--- config.mk ---
export PLATFORM = sky130hd
export DESIGN_NAME = pt2_walker
export DESIGN_NICKNAME = d
export VERILOG_FILES = /design/src/rtl/pt2_pkg.sv /design/src/rtl/pt2_va_split.sv /design/src/rtl/pt2_entry_addr.sv /design/src/rtl/pt2_entry_decode.sv /design/src/rtl/pt2_walker.sv
export SDC_FILE = /design/constraint.sdc
export NUM_CORES = 1
export LEC_CHECK = 0
export CAP_MARGIN = 20
export CORE_MARGIN = 8
export CORE_UTILIZATION = 46
export DETAILED_ROUTE_END_ITERATION = 10
export PLACE_DENSITY = 0.85
export SLEW_MARGIN = 10
export SYNTH_ARGS = -nofsm -noshare
export SYNTH_HDL_FRONTEND = slang
export SYNTH_SLANG_ARGS = --single-unit
--- constraint.sdc ---
create_clock -name clk -period 5 [get_ports clk]
set_input_delay 1 -clock clk [delete_from_list [all_inputs] [get_ports clk]]
set_output_delay 1 -clock clk [all_outputs]
set_load 0.01 [all_outputs]
--- src/rtl/pt2_pkg.sv ---
package pt2_pkg;

   typedef enum logic [2:0] {
      W_IDLE,
      W_L1_REQ,
      W_L1_WAIT,
      W_L2_REQ,
      W_L2_WAIT,
      W_DONE
   } walk_state_t;

   localparam logic LVL_FIRST  = 1'b0;
   localparam logic LVL_SECOND = 1'b1;

endpackage

--- src/rtl/pt2_va_split.sv ---
module pt2_va_split #(
   parameter int VA_W  = 32,
   parameter int IDX_W = 10,
   parameter int OFF_W = 12
) (
   input  logic [VA_W-1:0]  vaddr,
   output logic [IDX_W-1:0] hi_idx,
   output logic [IDX_W-1:0] lo_idx,
   output logic [OFF_W-1:0] offset
);
   localparam int LO_BASE = OFF_W;
   localparam int HI_BASE = OFF_W + IDX_W;

   generate
      if (VA_W != 2 * IDX_W + OFF_W) begin : g_bad_split
         $error("pt2_va_split: VA_W must equal 2*IDX_W+OFF_W");
      end
   endgenerate

   assign offset = vaddr[OFF_W-1:0];
   assign lo_idx = vaddr[LO_BASE +: IDX_W];
   assign hi_idx = vaddr[HI_BASE +: IDX_W];
endmodule

--- src/rtl/pt2_entry_addr.sv ---
module pt2_entry_addr #(
   parameter int PA_W        = 32,
   parameter int IDX_W       = 10,
   parameter int ENTRY_BYTES = 4
) (
   input  logic [PA_W-1:0]  tbl_base,
   input  logic [IDX_W-1:0] idx,
   output logic [PA_W-1:0]  ent_addr
);
   localparam int SHIFT = $clog2(ENTRY_BYTES);
   logic [PA_W-1:0] byte_off;

   generate
      if (ENTRY_BYTES < 1) begin : g_bad_size
         $error("pt2_entry_addr: ENTRY_BYTES must be positive");
      end
      if ((1 << SHIFT) == ENTRY_BYTES) begin : g_shift
         assign byte_off = PA_W'(idx) << SHIFT;
      end else begin : g_mult
         assign byte_off = PA_W'(idx) * PA_W'(ENTRY_BYTES);
      end
   endgenerate

   assign ent_addr = tbl_base + byte_off;
endmodule

--- src/rtl/pt2_entry_decode.sv ---
module pt2_entry_decode #(
   parameter int PA_W      = 32,
   parameter int OFF_W     = 12,
   parameter int VALID_BIT = 0
) (
   input  logic [PA_W-1:0] ent_word,
   output logic            ent_valid,
   output logic [PA_W-1:0] ent_base
);
   localparam logic [PA_W-1:0] LOW_MASK = PA_W'((64'd1 << OFF_W) - 64'd1);

   generate
      if (VALID_BIT >= OFF_W) begin : g_bad_valid
         $error("pt2_entry_decode: valid flag must sit below the page field");
      end
      if (PA_W <= OFF_W) begin : g_bad_width
         $error("pt2_entry_decode: PA_W must exceed OFF_W");
      end
   endgenerate

   assign ent_valid = ent_word[VALID_BIT];
   assign ent_base  = ent_word & ~LOW_MASK;
endmodule

--- src/rtl/pt2_walker.sv ---
module pt2_walker
   import pt2_pkg::*;
#(
   parameter int VA_W        = 32,
   parameter int PA_W        = 32,
   parameter int IDX_W       = 10,
   parameter int OFF_W       = 12,
   parameter int ENTRY_BYTES = 4,
   parameter int VALID_BIT   = 0
) (
   input  logic            clk,
   input  logic            rst_n,
   input  logic            req_valid,
   output logic            req_ready,
   input  logic [VA_W-1:0] req_vaddr,
   input  logic [PA_W-1:0] root_base,
   output logic            mem_rd_valid,
   input  logic            mem_rd_ready,
   output logic [PA_W-1:0] mem_rd_addr,
   input  logic            mem_rsp_valid,
   input  logic [PA_W-1:0] mem_rsp_data,
   output logic            res_valid,
   output logic [PA_W-1:0] res_paddr,
   output logic            res_fault,
   output logic            res_fault_lvl
);
   localparam int FRAME_W = PA_W - OFF_W;

   walk_state_t      state;
   logic [VA_W-1:0]  va_q;
   logic [PA_W-1:0]  base_q;
   logic [IDX_W-1:0] hi_idx, lo_idx, sel_idx;
   logic [OFF_W-1:0] pg_off;
   logic             ent_valid;
   logic [PA_W-1:0]  ent_base;

   pt2_va_split #(.VA_W(VA_W), .IDX_W(IDX_W), .OFF_W(OFF_W)) u_split (
      .vaddr  (va_q),
      .hi_idx (hi_idx),
      .lo_idx (lo_idx),
      .offset (pg_off)
   );

   assign sel_idx = (state == W_L2_REQ) ? lo_idx : hi_idx;

   pt2_entry_addr #(.PA_W(PA_W), .IDX_W(IDX_W), .ENTRY_BYTES(ENTRY_BYTES)) u_addr (
      .tbl_base (base_q),
      .idx      (sel_idx),
      .ent_addr (mem_rd_addr)
   );

   pt2_entry_decode #(.PA_W(PA_W), .OFF_W(OFF_W), .VALID_BIT(VALID_BIT)) u_dec (
      .ent_word  (mem_rsp_data),
      .ent_valid (ent_valid),
      .ent_base  (ent_base)
   );

   assign req_ready    = (state == W_IDLE);
   assign mem_rd_valid = (state == W_L1_REQ) || (state == W_L2_REQ);
   assign res_valid    = (state == W_DONE);

   always_ff @(posedge clk) begin
      if (!rst_n) begin
         state         <= W_IDLE;
         va_q          <= '0;
         base_q        <= '0;
         res_paddr     <= '0;
         res_fault     <= 1'b0;
         res_fault_lvl <= LVL_FIRST;
      end else begin
         case (state)
            W_IDLE: begin
               if (req_valid) begin
                  va_q   <= req_vaddr;
                  base_q <= root_base;
                  state  <= W_L1_REQ;
               end
            end
            W_L1_REQ: begin
               if (mem_rd_ready) state <= W_L1_WAIT;
            end
            W_L1_WAIT: begin
               if (mem_rsp_valid) begin
                  if (!ent_valid) begin
                     res_fault     <= 1'b1;
                     res_fault_lvl <= LVL_FIRST;
                     res_paddr     <= '0;
                     state         <= W_DONE;
                  end else begin
                     base_q <= ent_base;
                     state  <= W_L2_REQ;
                  end
               end
            end
            W_L2_REQ: begin
               if (mem_rd_ready) state <= W_L2_WAIT;
            end
            W_L2_WAIT: begin
               if (mem_rsp_valid) begin
                  res_fault_lvl <= LVL_SECOND;
                  if (!ent_valid) begin
                     res_fault <= 1'b1;
                     res_paddr <= '0;
                  end else begin
                     res_fault <= 1'b0;
                     res_paddr <= {ent_base[PA_W-1 -: FRAME_W], pg_off};
                  end
                  state <= W_DONE;
               end
            end
            W_DONE:  state <= W_IDLE;
            default: state <= W_IDLE;
         endcase
      end
   end

   // an accepted request leads straight to a read request
   assert_accept_reads_R2: assert property (@(posedge clk) disable iff (!rst_n)
      req_valid && req_ready |=> mem_rd_valid);

   // a stalled read request keeps its address
   assert_rd_hold_R7: assert property (@(posedge clk) disable iff (!rst_n)
      mem_rd_valid && !mem_rd_ready |=> mem_rd_valid && $stable(mem_rd_addr));

   // result strobe lasts one cycle
   assert_res_pulse_R8: assert property (@(posedge clk) disable iff (!rst_n)
      res_valid |=> !res_valid);

   // the result follows a memory response by one cycle
   assert_res_after_rsp_R8: assert property (@(posedge clk) disable iff (!rst_n)
      res_valid |-> $past(mem_rsp_valid));

   // an idle walker issues no read
   assert_idle_quiet_R8: assert property (@(posedge clk) disable iff (!rst_n)
      req_ready |-> !mem_rd_valid);
endmodule

==> results.rst, run 1 <==
.. list-table::
   :header-rows: 1

   * - Metric
     - Value
   * - Status
     - complete, no violations
   * - Quantity of I/O buffers inserted on ports
     - 158
   * - Area leader, netlist
     - dfxtp_1
   * - R2R Path Start
     - state[1]$_SDFFE_PN0P_
   * - Syn avg cell area
     - around 8.6 um^2
   * - Sort of element at the start of the critical path
     - register
   * - Worst Hold Margin
     - roughly 0.46 ns
   * - Total routing usage reported by global routing
     - 0.209
   * - Period utilization
     - 0.945
   * - Setup repair after global routing missed its margin
     - false
   * - Required time worst endpoint
     - ~4.0 ns
   * - Htree depth
     - 3
   * - Netlist Area Pre-Place
     - about 5100 um^2
   * - Transition time at the pin with the least slew margin
     - 0.765 ns
   * - Portion of synthesized cell area occupied by the leading cell type
     - 0.396
   * - Final Max Slew Viols
     - 0
   * - Power density over the cells
     - 264 nW/um^2
   * - Total clock sinks
     - a little over 100
   * - Number of buffers inserted during clock tree synthesis
     - 9
   * - Register area share after synthesis
     - 0.396
   * - Unique cell type count in the Yosys netlist
     - between 50 and 60
   * - Number of vias after detailed routing
     - 4913
   * - Count of endpoints failing hold in the final timing report
     - 0
   * - Worst-case clock skew
     - 0.0127 ns
   * - Synth area leaders
     - dfxtp_1, nand2_1, nand3_1
   * - Total Power
     - between 1.5 and 2 mW
   * - Global-route wire length before repair
     - 25000 um
   * - Final GP Congestion
     - roughly 0.90
   * - Aggregate global routing overflow
     - 0
   * - Post-CTS clock slew at the launch and capture registers of the worst setup and hold paths
     - ~0.1 ns
   * - Num ports
     - 170
   * - Number of enable-type register cells in the synthesized netlist
     - 0
   * - Detailed-route wire length
     - between 15000 and 20000 um
   * - Antenna violations before repair
     - 0
   * - Average routed wire per standard cell
     - between 15 and 20 um
   * - Fraction of registers with async set/reset
     - 0
   * - Primary FF master, synth
     - dfxtp_1
   * - Minimum period implied by the final worst setup slack
     - ~4.7 ns
   * - Maximum vdd drop
     - between 0.1 and 0.15 mV
   * - Area of combinational cells with multiple inputs
     - around 2900 um^2
   * - Area of the die
     - between 10000 and 15000 um^2
   * - Routed Antenna Nets
     - 0
   * - Synthesis-stage register bit count
     - 101
   * - Number of nets at the end of the flow
     - between 800 and 900
   * - Number of global-route vias before repair
     - roughly 4900
   * - Syn Inst Count
     - 594
   * - R2r setup slk
     - between 2 and 3 ns
   * - Top post-synthesis cells by count
     - nand2_1, dfxtp_1, nand3_1, nor2b_1, a22oi_1
   * - Total of warnings raised by yosys
     - 0
   * - Leading cell type by number of instances after synthesis
     - nand2_1
   * - Half-perimeter wire length after detailed placement
     - approximately 12000 um
   * - First DRT Iteration DRCs
     - around 470
   * - Worst slew margin relative to its limit
     - 0.488
   * - Worst reg-to-reg path cell count
     - 6
   * - Total negative slack for setup checks
     - 0 ns
   * - Initial core utilization
     - 0.471
   * - Clock tree root driver cell
     - clkbuf_8
   * - Footprint of the flip-flops and latches
     - 2020 um^2
   * - Arr. time, crit path
     - 3.73 ns
   * - Maximum fanout along the worst path
     - 10
   * - Max Cap Violations
     - 0
   * - Antenna cell count
     - 0
   * - Leakage power summed over all cells
     - about 2.8 nW
   * - Synthesis-to-layout area growth
     - 37.2%
   * - Number of buffers between clock root and the deepest sink
     - 2
   * - Layout cells sized above 1
     - 0.0776
   * - Drt pass-1 iters
     - 5
   * - Crit path capture
     - mem_rd_addr[18]
   * - Vias per inst
     - between 5 and 6
   * - Die width
     - 121 um
   * - Number of rows in the core area
     - 38
   * - Die height
     - ~120 um
   * - TritonCTS clock tree
     - yes
   * - Fill cell instance count of the final layout
     - 927
   * - Setup violation total in the final timing report
     - 0
   * - Tightest Hold Check Type
     - reg -> reg
   * - Worst setup path startpoint
     - state[0]$_SDFFE_PN0P_
   * - Hold Buf Count CTS
     - 0
   * - Clock Latency Late Sink
     - 0.37 ns
   * - Floorplan Core Area
     - between 10000 and 15000 um^2
   * - Mapped Nets
     - 706
   * - Critical Path End Type
     - primary output
   * - Maximum number of pins on one net before global-route repair
     - 52
   * - Critical Setup Path Class
     - reg -> out
   * - Post-detailed-route DRC marker count
     - 0
   * - Fmax
     - between 200 and 250 MHz
   * - Reg-to-reg endpoint
     - base_q[9]$_SDFFE_PN0P_
routing by layer:
metal  wire, um  GRT usage
met5          0          0
met1       6320      0.233
met3       1450     0.0717
met2       7490      0.357
met4        492     0.0871
how the worst min path moves through the flow:
stage	start	to	slack, ns	depth (start not counted)
after floorplan	base_q[0]$_SDFFE_PN0P_	base_q[0]$_SDFFE_PN0P_	0.43	2
after global placement	base_q[1]$_SDFFE_PN0P_	base_q[1]$_SDFFE_PN0P_	0.44	2
after detailed placement	base_q[1]$_SDFFE_PN0P_	base_q[1]$_SDFFE_PN0P_	0.45	2
after CTS	base_q[1]$_SDFFE_PN0P_	base_q[1]$_SDFFE_PN0P_	0.46	2
after global routing	va_q[31]$_SDFFE_PN0P_	va_q[31]$_SDFFE_PN0P_	0.49	2
final	base_q[1]$_SDFFE_PN0P_	base_q[1]$_SDFFE_PN0P_	0.46	2
where the power goes:
part	switching [mW]	total, mW	internal, mW	leakage [nW]
Sequential	0.0469	0.901	0.854	0.825
Combinational	0.213	0.443	0.230	1.83
Clock	0.302	0.506	0.204	0.0996
Total	0.562	1.85	1.29	2.76
logic make-up (layout without fill, tap and decap cells):
group | after synthesis | after routing | share of synthesized area
and+or+nand+nor | 254 | 254 | 0.245
buffers and inverters | 49 | 190 | 0.0431
adders and majority gates | 11 | 11 | 0.0284
AOI/OAI and AO/OA | 141 | 141 | 0.217
muxes | 10 | 10 | 0.0221
DFF | 101 | 101 | 0.396
xor gates and xnor gates | 28 | 28 | 0.0480
flip-flops by register name (all words and copies together), names as in the netlist:
name and count:
base_q 32, res_fault 1, res_fault_lvl 1, res_paddr 32, state 3, va_q 32
through the flow:
step / setup WS [ns] / util / std cells / area [um^2]
floorplan: 0.938 / - / 594 / 5100
global placement: 0.440 / 0.620 / 855 / 6720
detailed placement: 0.326 / 0.623 / 856 / 6750
CTS: 0.0472 / 0.640 / 872 / 6940
global route: 0.0660 / 0.646 / 875 / 7000
finish: 0.274 / 0.646 / 875 / 7000
area by class of cell:
| type | instances | share of cell area |
|---|---|---|
| Multi-Input combinational cell | 444 | 0.413 |
| Sequential cell | 101 | 0.289 |
| Timing Repair Buffer | 170 | 0.244 |
| Tap cell | 140 | 0.0250 |
| Clock buffer | 10 | 0.0197 |
| Clock inverter | 6 | 0.00733 |
| Inverter | 4 | 0.00214 |
layout by cell type, fill, tap and decap left out, types with 10 or more instances in the layout:
cell type,count
a21boi_0,29
a21boi_1,16
a22oi_1,32
clkbuf_8,10
clkdlybuf4s50_1,155
dfxtp_1,101
ha_1,10
mux2_2,10
nand2_1,110
nand3_1,57
nor2b_1,38
o211a_1,19
xnor2_1,23
worst max-delay path, stage by stage, from the launching register on:
cell	delay, ns
dfxtp_1	0.33
inv_2	0.11
nor2_4	0.05
nand2_4	0.14
mux2_2	0.35
ha_1	0.21
fa_1	0.43
a211o_1	0.34
a2111oi_4	0.44
o21bai_4	0.15
nand4_1	0.14
xnor2_1	0.12
clkdlybuf4s50_1	0.55
what timing repair did:
action / 4_1_cts / 5_1_grt
setup buffers: 0 / 1
pin swaps: 0 / 3
setup endpoints to repair: 4 / 6
hold endpoints to repair: 0 / 0
resized for setup: 1 / 7
Power figures use the tool's default switching activity.
==> inputs of run 2 (changes only) <==
- GPL_TIMING_DRIVEN: not set -> 0
==> results.rst, run 2 (synthesis results as in run 1) <==
.. list-table::
   :header-rows: 1

   * - Metric
     - Value
   * - Number of buffer and inverter instances along the worst setup path
     - 4
   * - Post-detailed-route DRC marker count
     - 0
   * - Leakage power summed over all cells
     - ~2.8 nW
   * - Cell family contributing the most delay on the critical path
     - buffers and inverters
   * - Status
     - complete, no violations
   * - Final GP Congestion
     - slightly below 0.9
   * - Vias per inst
     - around 5.6
   * - Number of buffers between clock root and the deepest sink
     - 2
   * - Largest registers in the final layout
     - base_q x32, res_paddr x32, va_q x32
   * - Total clock sinks
     - slightly above 100
   * - Initial core utilization
     - 0.471
   * - Period utilization
     - 0.952
   * - Clock Latency Late Sink
     - between 0.3 and 0.4 ns
   * - Floorplan Core Area
     - ~11000 um^2
   * - Routed Antenna Nets
     - 0
   * - Max Cap Violations
     - 0
   * - Arr. time, crit path
     - between 3 and 4 ns
   * - Average routed wire per standard cell
     - about 18 um
   * - Area of combinational cells with multiple inputs
     - about 2900 um^2
   * - Post-CTS clock slew at the launch and capture registers of the worst setup and hold paths
     - around 0.1 ns
   * - Global-route wire length before repair
     - between 20000 and 30000 um
   * - Power density over the cells
     - between 200 and 300 nW/um^2
   * - Required time worst endpoint
     - 4.00 ns
   * - Number of vias after detailed routing
     - 5080
   * - Number of rows in the core area
     - 38
   * - Half-perimeter wire length after detailed placement
     - 12900 um
   * - Total length of routed met3 wires
     - around 1400 um
   * - Clock tree root driver cell
     - clkbuf_8
   * - Ordered cell list for the critical path
     - clkbuf_4, nand2_2, buf_4, mux2_2, ha_1, buf_2, a211o_1, nor4_2, a211oi_2, nor3b_2, xor2_1, clkdlybuf4s50_1
   * - DRT met1 WL
     - about 6700 um
   * - Detailed-route wire length
     - 16200 um
   * - Drt pass-1 iters
     - 7
   * - Layout cells sized above 1
     - 0.0897
   * - Critical Path End Type
     - primary output
   * - Total placed cells including tap cells
     - around 890
   * - Critical Setup Path Class
     - reg -> out
   * - Maximum number of pins on one net before global-route repair
     - 19
   * - Aggregate global routing overflow
     - 0
   * - Worst Hold Margin
     - ~0.46 ns
   * - Number of global-route vias before repair
     - about 5000
   * - Num ports
     - between 150 and 200
   * - Total Power
     - ~1.8 mW
   * - Worst slew margin relative to its limit
     - 0.661
   * - Synthesis-to-layout area growth
     - 38.7%
   * - Transition time at the pin with the least slew margin
     - a little over 0.5 ns
   * - Total placed instance area
     - ~6900 um^2
   * - Footprint of the flip-flops and latches
     - just over 2000 um^2
   * - Antenna cell count
     - 0
   * - Quantity of I/O buffers inserted on ports
     - ~160
   * - Number of buffers inserted during clock tree synthesis
     - 9
   * - Fmax
     - roughly 210 MHz
   * - Sort of element at the start of the critical path
     - register
   * - Die width
     - between 100 and 150 um
   * - Number of nets at the end of the flow
     - around 880
   * - Tightest Hold Check Type
     - reg -> reg
   * - Final Max Slew Viols
     - 0
   * - Max stage delay on crit path
     - around 0.55 ns
   * - TritonCTS clock tree
     - yes
   * - Setup violation total in the final timing report
     - 0
   * - Die height
     - between 100 and 150 um
   * - Area of the die
     - 14700 um^2
   * - Most common library cell in the layout ignoring fill and taps
     - clkdlybuf4s50_1
   * - Final Instance Area
     - 7080 um^2
   * - Maximum vdd drop
     - about 0.16 mV
   * - First DRT Iteration DRCs
     - just under 500
   * - Commonest non-fill, non-tap cells in the layout
     - clkdlybuf4s50_1, nand2_1, dfxtp_1, nand3_1, nor2b_1
   * - Hold Buf Count CTS
     - 0
   * - Worst-case clock skew
     - between 0.01 and 0.015 ns
   * - Cell with the largest stage delay on the worst path
     - clkdlybuf4s50_1
   * - Final instance count without filler cells
     - ~910
   * - Top layer reached by signal wires
     - met4
   * - Minimum period implied by the final worst setup slack
     - between 4 and 5 ns
   * - Maximum fanout along the worst path
     - 10
   * - Antenna violations before repair
     - 0
   * - Htree depth
     - 3
   * - Total routing usage reported by global routing
     - 0.214
   * - Final Core Density
     - 0.653
   * - Count of endpoints failing hold in the final timing report
     - 0
   * - Fill cell instance count of the final layout
     - 919
   * - Amount of wire on met2 after detailed routing
     - just under 8000 um
-- run 2: changes by cell type in the layout (fill, tap and decap cells not counted), moves of 3 or more --
cell / delta
dlygate4sd2_1: +4
buf_4: -5
clkbuf_4: +3
clkdlybuf4s50_1: -5
buf_2: +19
clkbuf_1: +19
-- run 2: path summary, 6_finish.rpt --
| path | to | cells after the start | start | slack (ns) |
|---|---|---|---|---|
| setup / recovery | mem_rd_addr[24] | 12 | state[1]$_SDFFE_PN0P_ | 0.24 |
| hold / removal | base_q[8]$_SDFFE_PN0P_ | 2 | base_q[8]$_SDFFE_PN0P_ | 0.46 |
| setup reg to reg | base_q[28]$_SDFFE_PN0P_ | 7 | state[2]$_SDFFE_PN0P_ | 3.23 |
| hold reg to reg | base_q[8]$_SDFFE_PN0P_ | 2 | base_q[8]$_SDFFE_PN0P_ | 0.46 |
-- run 2: routing by layer --
metal	vias up	GRT usage
li1	2441	-
met1	2415	0.250
met2	205	0.368
met3	19	0.0642
met4	0	0.0655
met5	-	0
-- run 2: final cells by class --
class | instances | share of cell area
Multi-Input combinational cell | 444 | 0.407
Sequential cell | 101 | 0.286
Timing Repair Buffer | 159 | 0.224
Buffer | 45 | 0.0300
Tap cell | 140 | 0.0247
Clock buffer | 10 | 0.0180
Clock inverter | 6 | 0.00777
Inverter | 4 | 0.00212
-- run 2: where the power goes --
group	leakage [nW]	internal [mW]	total (mW)	switching, mW
Clock	0.0904	0.190	0.488	0.298
Sequential	0.825	0.854	0.899	0.0454
Combinational	1.91	0.231	0.449	0.218
-- run 2: repair_timing --
action,CTS,global route
pin swaps,1,2
setup endpoints to repair,7,16
resized for setup,5,10
buffers inserted,2,0
-- run 2: stage by stage --
step / TNS, ns / setup slack [ns]
after floorplan: 0 / 0.938
after global placement: 0 / 0.246
after detailed placement: 0 / 0.169
after CTS: 0 / 0.00587
after global routing: -0.00519 / -0.00519
final: 0 / 0.242
-- run 2: tightest hold or removal path, stage by stage (launching register included) --
cell	delay (ns)
dfxtp_1	0.32
nand2_1	0.05
a21boi_1	0.05
==> inputs of run 3 (changes only) <==
- CORE_ASPECT_RATIO: not set -> 1.4
- CORE_UTILIZATION: 46 -> 60
- DONT_BUFFER_PORTS: not set -> 1
- PLACE_DENSITY: 0.85 -> 0.81
- SKIP_CTS_REPAIR_TIMING: not set -> 1
==> results.rst, run 3 (synthesis results as in run 1) <==
.. list-table::
   :header-rows: 1

   * - Metric
     - Value
   * - Number of buffers inserted during clock tree synthesis
     - 9
   * - Total clock sinks
     - just over 100
   * - Initial core utilization
     - 0.607
   * - Commonest non-fill, non-tap cells in the layout
     - nand2_1, dfxtp_1, nand3_1, nor2b_1, a22oi_1
   * - Maximum vdd drop
     - about 0.25 mV
   * - Status
     - complete, no violations
   * - Number of nets at the end of the flow
     - roughly 720
   * - Transition time at the pin with the least slew margin
     - around 0.56 ns
   * - Number of rows in the core area
     - 40
   * - Maximum number of pins on one net before global-route repair
     - 18
   * - Sort of element at the start of the critical path
     - register
   * - Vias per inst
     - around 6.1
   * - Number of vias after detailed routing
     - roughly 4400
   * - Power density over the cells
     - 337 nW/um^2
   * - Clock Latency Late Sink
     - approximately 0.34 ns
   * - Antenna cell count
     - 0
   * - Final Max Slew Viols
     - 0
   * - First DRT Iteration DRCs
     - 186
   * - Setup violation total in the final timing report
     - 0
   * - Num ports
     - 170
   * - Clock tree root driver cell
     - clkbuf_16
   * - Synthesis-to-layout area growth
     - 8.26%
   * - Period utilization
     - 0.938
   * - Count of endpoints failing hold in the final timing report
     - 0
   * - Quantity of I/O buffers inserted on ports
     - 0
   * - Number of buffers between clock root and the deepest sink
     - 2
   * - Average routed wire per standard cell
     - a little over 20 um
   * - Total routing usage reported by global routing
     - 0.237
   * - Critical Setup Path Class
     - reg -> out
   * - Aggregate global routing overflow
     - 0
   * - TritonCTS clock tree
     - yes
   * - Final Core Density
     - 0.657
   * - Max Cap Violations
     - 0
   * - Htree depth
     - 3
   * - Die height
     - about 130 um
   * - Area of the die
     - roughly 12000 um^2
   * - Die width
     - 94.0 um
   * - Post-CTS clock slew at the launch and capture registers of the worst setup and hold paths
     - roughly 0.070 ns
   * - Total negative slack for setup checks
     - 0 ns
   * - Antenna violations before repair
     - 0
   * - Minimum period implied by the final worst setup slack
     - approximately 4.7 ns
   * - Layout cells sized above 1
     - 0.110
   * - Final GP Congestion
     - 0.857
   * - Arr. time, crit path
     - approximately 3.7 ns
   * - Routed Antenna Nets
     - 0
   * - Number of global-route vias before repair
     - 4249
   * - Most common library cell in the layout ignoring fill and taps
     - nand2_1
   * - Maximum fanout along the worst path
     - 10
   * - Worst slew margin relative to its limit
     - 0.626
   * - Floorplan Core Area
     - roughly 8400 um^2
   * - Post-detailed-route DRC marker count
     - 0
   * - Global-route wire length before repair
     - approximately 22000 um
   * - Drt pass-1 iters
     - 4
   * - Required time worst endpoint
     - around 4.0 ns
   * - Fmax
     - about 210 MHz
   * - Leakage power summed over all cells
     - 2.22 nW
   * - Setup repair after global routing missed its margin
     - false
   * - Fill cell instance count of the final layout
     - about 710
   * - Worst-case clock skew
     - 0.00901 ns
   * - Tightest Hold Check Type
     - reg -> reg
   * - Largest registers in the final layout
     - base_q x32, res_paddr x32, va_q x32
   * - Half-perimeter wire length after detailed placement
     - between 10000 and 15000 um
   * - Detailed-route wire length
     - ~14000 um
   * - Critical Path End Type
     - primary output
run 3: changes by cell type in the layout (fill, tap and decap cells not counted), sizes merged:
cell           delta
buf               +1
clkbuf            -3
clkdlybuf4s50   -150
clkinv            +1
clkinvlp          +1
dlygate4sd2       -4
dlymetal6s2s      -3
inv               -2
run 3: area by class of cell:
type | count | area [um^2] | area share
clock buffers | 10 | 239 | 0.0432
inverters | 4 | 15.0 | 0.00272
well taps | 105 | 131 | 0.0238
multi-input cells | 444 | 2870 | 0.519
plain buffers | 45 | 205 | 0.0371
clock inverters | 6 | 46.3 | 0.00838
flip-flops and latches | 101 | 2020 | 0.366
run 3: critical path: stages, from the launching register on:
cell and delay (ns):
dfxtp_1 0.30, buf_2 0.19, inv_1 0.12, nor2_2 0.23, nand2_2 0.23, mux2_2 0.34, ha_1 0.21, fa_1 0.44
a211o_1 0.38, a2111oi_4 0.37, o21bai_2 0.19, nand4_1 0.14, xnor2_1 0.21
run 3: final timing paths:
| kind | startpoint | to | slack (ns) | depth (start not counted) |
|---|---|---|---|---|
| worst min register to register | base_q[0]$_SDFFE_PN0P_ | base_q[0]$_SDFFE_PN0P_ | 0.46 | 2 |
| worst min-delay path | base_q[0]$_SDFFE_PN0P_ | base_q[0]$_SDFFE_PN0P_ | 0.46 | 2 |
| worst max-delay path | state[0]$_SDFFE_PN0P_ | mem_rd_addr[22] | 0.31 | 12 |
| worst max register to register | state[2]$_SDFFE_PN0P_ | base_q[27]$_SDFFE_PN0P_ | 3.25 | 7 |
run 3: report_power, final:
group,internal (mW),leakage [nW],switching (mW)
combinational,0.113,1.26,0.185
clock,0.354,0.135,0.309
sequential,0.854,0.825,0.0449
total,1.32,2.22,0.539
run 3: layer usage:
| layer | GRT usage | routed length [um] | vias to the layer above |
|---|---|---|---|
| met5 | 0 | 0 | - |
| li1 | - | - | 2120 |
| met1 | 0.259 | 5360 | 2056 |
| met3 | 0.0772 | 1440 | 29 |
| met2 | 0.402 | 7210 | 180 |
| met4 | 0.104 | 432 | 0 |
run 3: stage by stage:
stage	hold WS [ns]	area [um^2]	setup WS (ns)	instances	total power, mW
2_1_floorplan	0.431	5100	0.938	594	1.14
3_3_place_gp	0.437	5240	0.478	699	1.20
3_5_place_dp	0.444	5240	0.436	699	1.21
4_1_cts	0.454	5520	0.0489	715	1.87
5_1_grt	0.485	5530	0.0834	715	1.94
6_report	0.457	5530	0.310	715	1.86
